### src/rtl/chain_seq_pkg.sv
package chain_seq_pkg;

    parameter int WORD_W     = 32;
    parameter int DESC_WORDS = 5;
    parameter int IE_BIT     = 0;

    localparam int IDX_W   = $clog2(DESC_WORDS);
    localparam int BYTE_SH = $clog2(WORD_W / 8);
    localparam int NFLAG   = 3;

    localparam int FL_EOT  = 0;
    localparam int FL_EOC  = 1;
    localparam int FL_ERR  = 2;

    typedef enum logic [2:0] {
        S_IDLE,
        S_FETCH,
        S_LAUNCH,
        S_WAIT,
        S_EVAL
    } seq_state_e;

    typedef struct packed {
        logic [WORD_W-1:0] nxt;
        logic [WORD_W-1:0] src;
        logic [WORD_W-1:0] dst;
        logic [WORD_W-1:0] len;
        logic              ie;
    } desc_t;

    function automatic logic [WORD_W-1:0] word_addr(logic [WORD_W-1:0] base,
                                                    logic [IDX_W-1:0]  idx);
        return base + (WORD_W'(idx) << BYTE_SH);
    endfunction

endpackage

### src/rtl/desc_loader.sv
module desc_loader
    import chain_seq_pkg::*;
(
    input  logic              clk,
    input  logic              rst,
    input  logic              hold_i,
    input  logic              ack_i,
    input  logic [WORD_W-1:0] data_i,
    output logic [IDX_W-1:0]  idx_o,
    output logic              last_o,
    output desc_t             desc_o
);
    logic [IDX_W-1:0] idx_q;
    desc_t            d_q;

    assign idx_o  = idx_q;
    assign last_o = ack_i && (idx_q == IDX_W'(DESC_WORDS - 1));
    assign desc_o = d_q;

    always_ff @(posedge clk) begin
        if (rst) begin
            idx_q <= '0;
            d_q   <= '0;
        end else if (hold_i) begin
            idx_q <= '0;
        end else if (ack_i) begin
            idx_q <= last_o ? '0 : idx_q + 1'b1;
            case (idx_q)
                IDX_W'(0): d_q.nxt <= data_i;
                IDX_W'(1): d_q.src <= data_i;
                IDX_W'(2): d_q.dst <= data_i;
                IDX_W'(3): d_q.len <= data_i;
                default:   d_q.ie  <= data_i[IE_BIT];
            endcase
        end
    end

    AST_LAST_WRAP: assert property (@(posedge clk) disable iff (rst)
        last_o |=> idx_q == '0);

endmodule

### src/rtl/seq_flags.sv
module seq_flags
    import chain_seq_pkg::*;
(
    input  logic             clk,
    input  logic             rst,
    input  logic             set_eot_i,
    input  logic             set_eoc_i,
    input  logic             set_err_i,
    input  logic             clr_i,
    input  logic [NFLAG-1:0] clr_mask_i,
    output logic [NFLAG-1:0] flags_o,
    output logic             irq_o
);
    logic [NFLAG-1:0] flags_q;
    logic [NFLAG-1:0] set_v;
    logic [NFLAG-1:0] clr_v;

    always_comb begin
        set_v         = '0;
        set_v[FL_EOT] = set_eot_i;
        set_v[FL_EOC] = set_eoc_i;
        set_v[FL_ERR] = set_err_i;
        clr_v         = clr_i ? clr_mask_i : '0;
    end

    always_ff @(posedge clk) begin
        if (rst) flags_q <= '0;
        else     flags_q <= (flags_q & ~clr_v) | set_v;
    end

    assign flags_o = flags_q;
    assign irq_o   = |flags_q;

    AST_IRQ_HOLD: assert property (@(posedge clk) disable iff (rst)
        irq_o && !clr_i |=> irq_o);

    AST_ERR_SETS: assert property (@(posedge clk) disable iff (rst)
        set_err_i |=> flags_o[FL_ERR] && irq_o);

endmodule

### src/rtl/chain_seq.sv
module chain_seq
    import chain_seq_pkg::*;
(
    input  logic              clk,
    input  logic              rst,
    input  logic              start_i,
    input  logic [WORD_W-1:0] start_addr_i,
    input  logic              clr_i,
    input  logic [NFLAG-1:0]  clr_mask_i,
    output logic [NFLAG:0]    stat_o,
    output logic [WORD_W-1:0] cur_addr_o,
    output logic              irq_o,
    output logic              rd_req_o,
    output logic [WORD_W-1:0] rd_addr_o,
    input  logic              rd_ack_i,
    input  logic [WORD_W-1:0] rd_data_i,
    output logic              mv_start_o,
    output logic [WORD_W-1:0] mv_src_o,
    output logic [WORD_W-1:0] mv_dst_o,
    output logic [WORD_W-1:0] mv_len_o,
    input  logic              mv_done_i,
    input  logic              mv_err_i
);
    seq_state_e        state_q;
    logic [WORD_W-1:0] cur_q;
    logic [IDX_W-1:0]  ld_idx;
    logic              ld_last;
    desc_t             desc;
    logic [NFLAG-1:0]  flags;
    logic              last_desc;
    logic              set_eot, set_eoc, set_err;

    desc_loader u_loader (
        .clk    (clk),
        .rst    (rst),
        .hold_i (state_q != S_FETCH),
        .ack_i  (rd_ack_i && state_q == S_FETCH),
        .data_i (rd_data_i),
        .idx_o  (ld_idx),
        .last_o (ld_last),
        .desc_o (desc)
    );

    assign last_desc = (desc.nxt == '0);
    assign set_err   = (state_q == S_WAIT) && mv_err_i;
    assign set_eot   = (state_q == S_EVAL) && desc.ie && !last_desc;
    assign set_eoc   = (state_q == S_EVAL) && desc.ie && last_desc;

    seq_flags u_flags (
        .clk        (clk),
        .rst        (rst),
        .set_eot_i  (set_eot),
        .set_eoc_i  (set_eoc),
        .set_err_i  (set_err),
        .clr_i      (clr_i),
        .clr_mask_i (clr_mask_i),
        .flags_o    (flags),
        .irq_o      (irq_o)
    );

    always_ff @(posedge clk) begin
        if (rst) begin
            state_q <= S_IDLE;
            cur_q   <= '0;
        end else begin
            case (state_q)
                S_IDLE: if (start_i && start_addr_i != '0) begin
                    cur_q   <= start_addr_i;
                    state_q <= S_FETCH;
                end
                S_FETCH:  if (ld_last) state_q <= S_LAUNCH;
                S_LAUNCH: state_q <= S_WAIT;
                S_WAIT: begin
                    if (mv_err_i)       state_q <= S_IDLE;
                    else if (mv_done_i) state_q <= S_EVAL;
                end
                S_EVAL: begin
                    if (!last_desc) begin
                        cur_q   <= desc.nxt;
                        state_q <= S_FETCH;
                    end else begin
                        state_q <= S_IDLE;
                    end
                end
                default: state_q <= S_IDLE;
            endcase
        end
    end

    assign stat_o     = {state_q != S_IDLE, flags};
    assign cur_addr_o = cur_q;
    assign rd_req_o   = (state_q == S_FETCH);
    assign rd_addr_o  = word_addr(cur_q, ld_idx);
    assign mv_start_o = (state_q == S_LAUNCH);
    assign mv_src_o   = desc.src;
    assign mv_dst_o   = desc.dst;
    assign mv_len_o   = desc.len;

    AST_HALT_ON_ERR: assert property (@(posedge clk) disable iff (rst)
        state_q == S_WAIT && mv_err_i |=> state_q == S_IDLE && !rd_req_o && !mv_start_o);

    AST_LAUNCH_ONCE: assert property (@(posedge clk) disable iff (rst)
        mv_start_o |=> !mv_start_o);

    AST_ZERO_START: assert property (@(posedge clk) disable iff (rst)
        state_q == S_IDLE && start_i && start_addr_i == '0 |=> state_q == S_IDLE);

    AST_CUR_HELD: assert property (@(posedge clk) disable iff (rst)
        state_q inside {S_FETCH, S_LAUNCH, S_WAIT} |=> $stable(cur_addr_o));

endmodule

### config.mk
export PLATFORM = sky130hd
export DESIGN_NAME = chain_seq
export DESIGN_NICKNAME = d
export VERILOG_FILES = /design/src/rtl/chain_seq_pkg.sv /design/src/rtl/desc_loader.sv /design/src/rtl/seq_flags.sv /design/src/rtl/chain_seq.sv
export SDC_FILE = /design/constraint.sdc
export NUM_CORES = 1
export LEC_CHECK = 0
export CAP_MARGIN = 10
export CORE_ASPECT_RATIO = 1.2
export CORE_UTILIZATION = 57
export DETAILED_ROUTE_END_ITERATION = 6
export DONT_BUFFER_PORTS = 1
export PLACE_DENSITY = 0.75
export SYNTH_ARGS = -nofsm -noshare
export SYNTH_HDL_FRONTEND = slang
export SYNTH_SLANG_ARGS = --single-unit
### constraint.sdc
create_clock -name clk -period 1.6 [get_ports clk]
set_input_delay 0.08 -clock clk [delete_from_list [all_inputs] [get_ports clk]]
set_output_delay 0.08 -clock clk [all_outputs]
set_load 0.02 [all_outputs]
==> impl_summary.md <==
Run status
The flow ran to the end, but the final reports show violations. The checks that failed: negative hold slack, negative setup slack.

Hold path
The worst hold path belongs to the class in2reg.

Logic synthesis
The post-synth net total is 1066. The synthesized cell area is about 0.0081 mm2. The synthesized area per cell is a little over 8 um2. The arithmetic-cell share of the synthesized area counting full adders, half adders and majority gates is under 10%. The count of unique library cells instantiated by Yosys is 43. The proportion of synthesized area in mux cells is 4.351%. The gate count after technology mapping is 983. The prevailing post-synth register cell is sky130_fd_sc_hd__dfxtp_1. After synthesis the netlist holds a flip-flop and latch count of 170. Of all flip-flops after synthesis, the portion carrying an async set or reset was 0%.

The synthesized netlist devotes around 14% of its cell area to compound gates. In this run, synthesis inferred 0 flip-flops with an integrated enable. After Yosys synthesis, XOR and XNOR cells account for 3.046% of the synthesized area. The sequential cell area fraction in the yosys report is between 40% and 50%. By area, the combinational part of the netlist is dominated by simple AND/OR/NAND/NOR gates. The area fraction in and, or, nand and nor cells after synthesis is between 20% and 30%. The total of warnings raised by yosys is 0.

Worst setup path
The required arrival time at the worst endpoint is about 1500 ps. The worst setup path is of the reg2out kind. The arrival time of the worst setup path is 2110 ps. The critical path capture point type is an output pin.

The largest driver fanout on the critical path is 4. The largest stage delay on the critical path is 350 ps. The master of the slowest instance on the critical path is sky130_fd_sc_hd__dfxtp_4. Traced cell by cell, the critical path runs through ha_4 -> fa_2 -> a21o_4 -> nor2b_4 -> nand4_1 -> xnor2_1 -> buf_4. The kind of start point of the critical path is a register.

Final layout
The total number of nets in the final design is approximately 1.1k. The non-filler instance count after layout is ~1.2k. The share of final-layout standard cells stronger than drive strength 1 is about 42%. The repair_antennas step left the layout with diodes totalling 0. Compared with the post-synthesis result, the final layout area differs by 33.88%.

Floorplan
Pin placement for this block handled roughly 240 I/O pins. The area of the placeable core is approximately 0.014 mm2. In this run the core area contains 47 standard-cell rows. The die is 132.2 um tall. The effective utilization at floorplan is 58.26%. The die covers 0.01461 mm2.

The die is between 100 and 150 um wide.

CTS
The clock drives 170 sinks. The clock insertion delay at the later pin of the skew report is 430 ps. The cell sitting at the root of the clock tree is a sky130_fd_sc_hd__clkbuf_16. The clock tree from TritonCTS is yes. Buffers inserted to repair hold after CTS numbered 4. The number of buffers added by the clock tree synthesis step is 17. The number of H-tree branching levels is 4.

The clock edge transition at the registers on the reported setup and hold paths is 60 ps. No sink is reached through more buffers than the 2 on the longest clock path.

Power
For this design the ratio of total power to cell area is 931.1 mW/mm2. For this design the static power due to leakage is around 0.0039 uW. The maximum vdd ir drop is between 700 and 800 uV.

Timing
The final hold slack is -249.4 ps. At the pin with the least slew margin, the transition time is 563.2 ps. Setup repair after global routing could not meet its margin everywhere.

Based on the critical path, the design can be clocked at up to 457.2 MHz. For the finished layout, the period the worst path requires is about 2200 ps. For the final database, setup skew stands at 7.369 ps.

Across all setup checks in the final design, the least slack found is -587.4 ps. The final count of pins violating max slew is 0. The final period utilization is 136.7%. The number of hold-slack violations in the final timing report is approximately 170. The worst pin sits at a relative slew slack of 62.40%.

Setup violations remaining at the end of the flow were counted as 118.

Place
Detailed placement finished with a half-perimeter wire length of 15000 um. The final weighted congestion in routability-driven placement is 0.8572. Port buffering added 0 buffers.

The post-placement worst setup slack is -360.7 ps. Once placement completed, the tool counted placed cells totaling 1109.

Drt
For this run, design rule violations remaining after detail routing come to 0. Before antenna repair, the detailed router went through 5 iterations. In the final routed layout, each cell accounts on average for 23.89 um.

The number of design-rule violations left by the first detailed-router iteration is 554. The number of nets with antenna violations after detailed routing is 0. The routed wire length is 28260 um. After detailed routing, the number of vias per cell comes to ~6. For this block, the via count after detailed routing is 7213.

Global routing
The initial antenna violation count is 0. The first global-routing pass estimated between 30000 and 40000 um of wire. The via count of the first global-routing pass came to 6633. The pin count of the biggest net entering global routing is 170. The overall track demand over capacity in global routing is 30.80%. The total congestion overflow is 0.

Job
The number of violations of the max-capacitance limit is 0.
-- state kept, by name, indices dropped and copies added (netlist names) --
register and cells:
u_loader.desc_o 129, cur_addr_o 32, state_q 3, u_flags.flags_o 3
u_loader.idx_o 3
-- critical path, delay by kind of cell (launching register included) --
family,cells,cell delay [ps]
adders and majority gates,2,510
DFF,1,350
and+or+nand+nor,2,280
AOI/OAI and AO/OA,1,230
buffers and inverters,1,170
xor gates and xnor gates,1,140
-- cell families after synthesis --
kind of cell               after synthesis
muxes                                   35
AOI/OAI and AO/OA                      180
buffers and inverters                  169
xor gates and xnor gates                28
and+or+nand+nor                        392
adders and majority gates                9
DFF                                    170
-- power breakdown --
part	total (uW)	switching [uW]	internal (uW)	leakage, uW
registers	4510	135	4380	0.00139
clock network	3930	1730	2190	0.000278
logic	1590	879	716	0.00225
-- through the flow --
step / power (uW) / util (%) / TNS [ps] / instance area (um2)
4_1_cts: 9813 / 69.81 / -22230 / 9647
6_report: 10040 / 78.00 / -26320 / 10780
2_1_floorplan: 5470 / - / -5587 / 8329
3_5_place_dp: 5775 / 61.23 / -13420 / 8462
3_3_place_gp: 5745 / 61.23 / -12400 / 8462
5_1_grt: 10320 / 78.00 / -32770 / 10780
-- cells in the mapped netlist, types with 4 or more instances --
library cell | instances | area, um2
sky130_fd_sc_hd__buf_4 | 98 | 735.7
sky130_fd_sc_hd__clkbuf_1 | 40 | 150.1
sky130_fd_sc_hd__inv_1 | 4 | 15.01
sky130_fd_sc_hd__and3_1 | 8 | 50.05
sky130_fd_sc_hd__nor4_1 | 16 | 100.1
sky130_fd_sc_hd__and2_1 | 4 | 25.02
sky130_fd_sc_hd__nor3_1 | 37 | 185.2
sky130_fd_sc_hd__a21oi_1 | 133 | 665.6
sky130_fd_sc_hd__xnor2_1 | 21 | 183.9
sky130_fd_sc_hd__dfxtp_1 | 170 | 3403
sky130_fd_sc_hd__nand4_1 | 8 | 50.05
sky130_fd_sc_hd__buf_6 | 5 | 56.30
sky130_fd_sc_hd__ha_1 | 8 | 100.1
sky130_fd_sc_hd__nand3_1 | 13 | 65.06
sky130_fd_sc_hd__a211oi_2 | 30 | 375.4
sky130_fd_sc_hd__nor2_1 | 13 | 48.80
sky130_fd_sc_hd__buf_2 | 21 | 105.1
sky130_fd_sc_hd__mux2i_1 | 35 | 350.3
sky130_fd_sc_hd__o21ai_0 | 4 | 20.02
sky130_fd_sc_hd__xor2_1 | 7 | 61.31
sky130_fd_sc_hd__nand2_1 | 276 | 1036
-- layer usage --
metal  share of wire [%]  GRT usage (%)  wire length, um
met5                   0              0                0
met4                 4.3          12.59             1210
met3                 9.2          9.149             2599
met2                  51          52.21            14510
met1                  35          36.30             9936
-- layout by cell type, fill, tap and decap left out, types with 3 or more instances in the layout --
master and n:
sky130_fd_sc_hd__nand2_4 10, sky130_fd_sc_hd__nand2_1 222, sky130_fd_sc_hd__and3_4 4, sky130_fd_sc_hd__ha_4 8
sky130_fd_sc_hd__buf_8 4, sky130_fd_sc_hd__a21oi_1 87, sky130_fd_sc_hd__dfxtp_4 6, sky130_fd_sc_hd__clkinv_4 5
sky130_fd_sc_hd__nor2_1 8, sky130_fd_sc_hd__nand4_1 8, sky130_fd_sc_hd__nor4_1 15, sky130_fd_sc_hd__xnor2_2 4
sky130_fd_sc_hd__dfxtp_2 12, sky130_fd_sc_hd__buf_12 13, sky130_fd_sc_hd__and2_4 3, sky130_fd_sc_hd__dfxtp_1 152
sky130_fd_sc_hd__nor2_2 4, sky130_fd_sc_hd__xnor2_4 13, sky130_fd_sc_hd__buf_4 102, sky130_fd_sc_hd__xor2_4 3
sky130_fd_sc_hd__nor3_1 21, sky130_fd_sc_hd__xnor2_1 4, sky130_fd_sc_hd__and3_1 4, sky130_fd_sc_hd__inv_6 3
sky130_fd_sc_hd__clkinv_2 3, sky130_fd_sc_hd__dlygate4sd3_1 4, sky130_fd_sc_hd__clkbuf_16 31, sky130_fd_sc_hd__o21ai_0 3
sky130_fd_sc_hd__nand3_2 4, sky130_fd_sc_hd__nor3_2 12, sky130_fd_sc_hd__nand3_4 7, sky130_fd_sc_hd__mux2i_1 35
sky130_fd_sc_hd__nor3_4 4, sky130_fd_sc_hd__buf_6 23, sky130_fd_sc_hd__a211oi_2 32, sky130_fd_sc_hd__nand2_2 43
sky130_fd_sc_hd__a21oi_2 45
-- worst paths after layout --
check,endpoint,depth (start not counted),start,slack [ps]
min reg2reg,u_loader.desc_o[92]$_SDFFE_PP0P_,2,u_loader.desc_o[92]$_SDFFE_PP0P_,550
max,rd_addr_o[16],7,cur_addr_o[2]$_SDFFE_PP0P_,-590
max reg2reg,cur_addr_o[15]$_SDFFE_PP0P_,7,u_loader.desc_o[111]$_SDFFE_PP0P_,-420
min,cur_addr_o[13]$_SDFFE_PP0P_,1,rst,-250
-- final cells by class --
| class | count | area, um2 |
|---|---|---|
| tap | 171 | 214.0 |
| timing repair buffer | 161 | 1763 |
| clock inverter | 13 | 120.1 |
| fill | 880 | 3040 |
| inverter | 5 | 23.77 |
| sequential | 170 | 3441 |
| clock buffer | 19 | 442.9 |
| multi-input combinational | 644 | 4775 |
-- repair_timing --
item / 4_1_cts / 5_1_grt
cloned: 4 / 19
setup buffers: 12 / 10
resized for setup: 75 / 178
pin swaps: 31 / 41
hold endpoints to repair: 170 / 168
setup endpoints to repair: 65 / 186
Power figures use the tool's default switching activity.
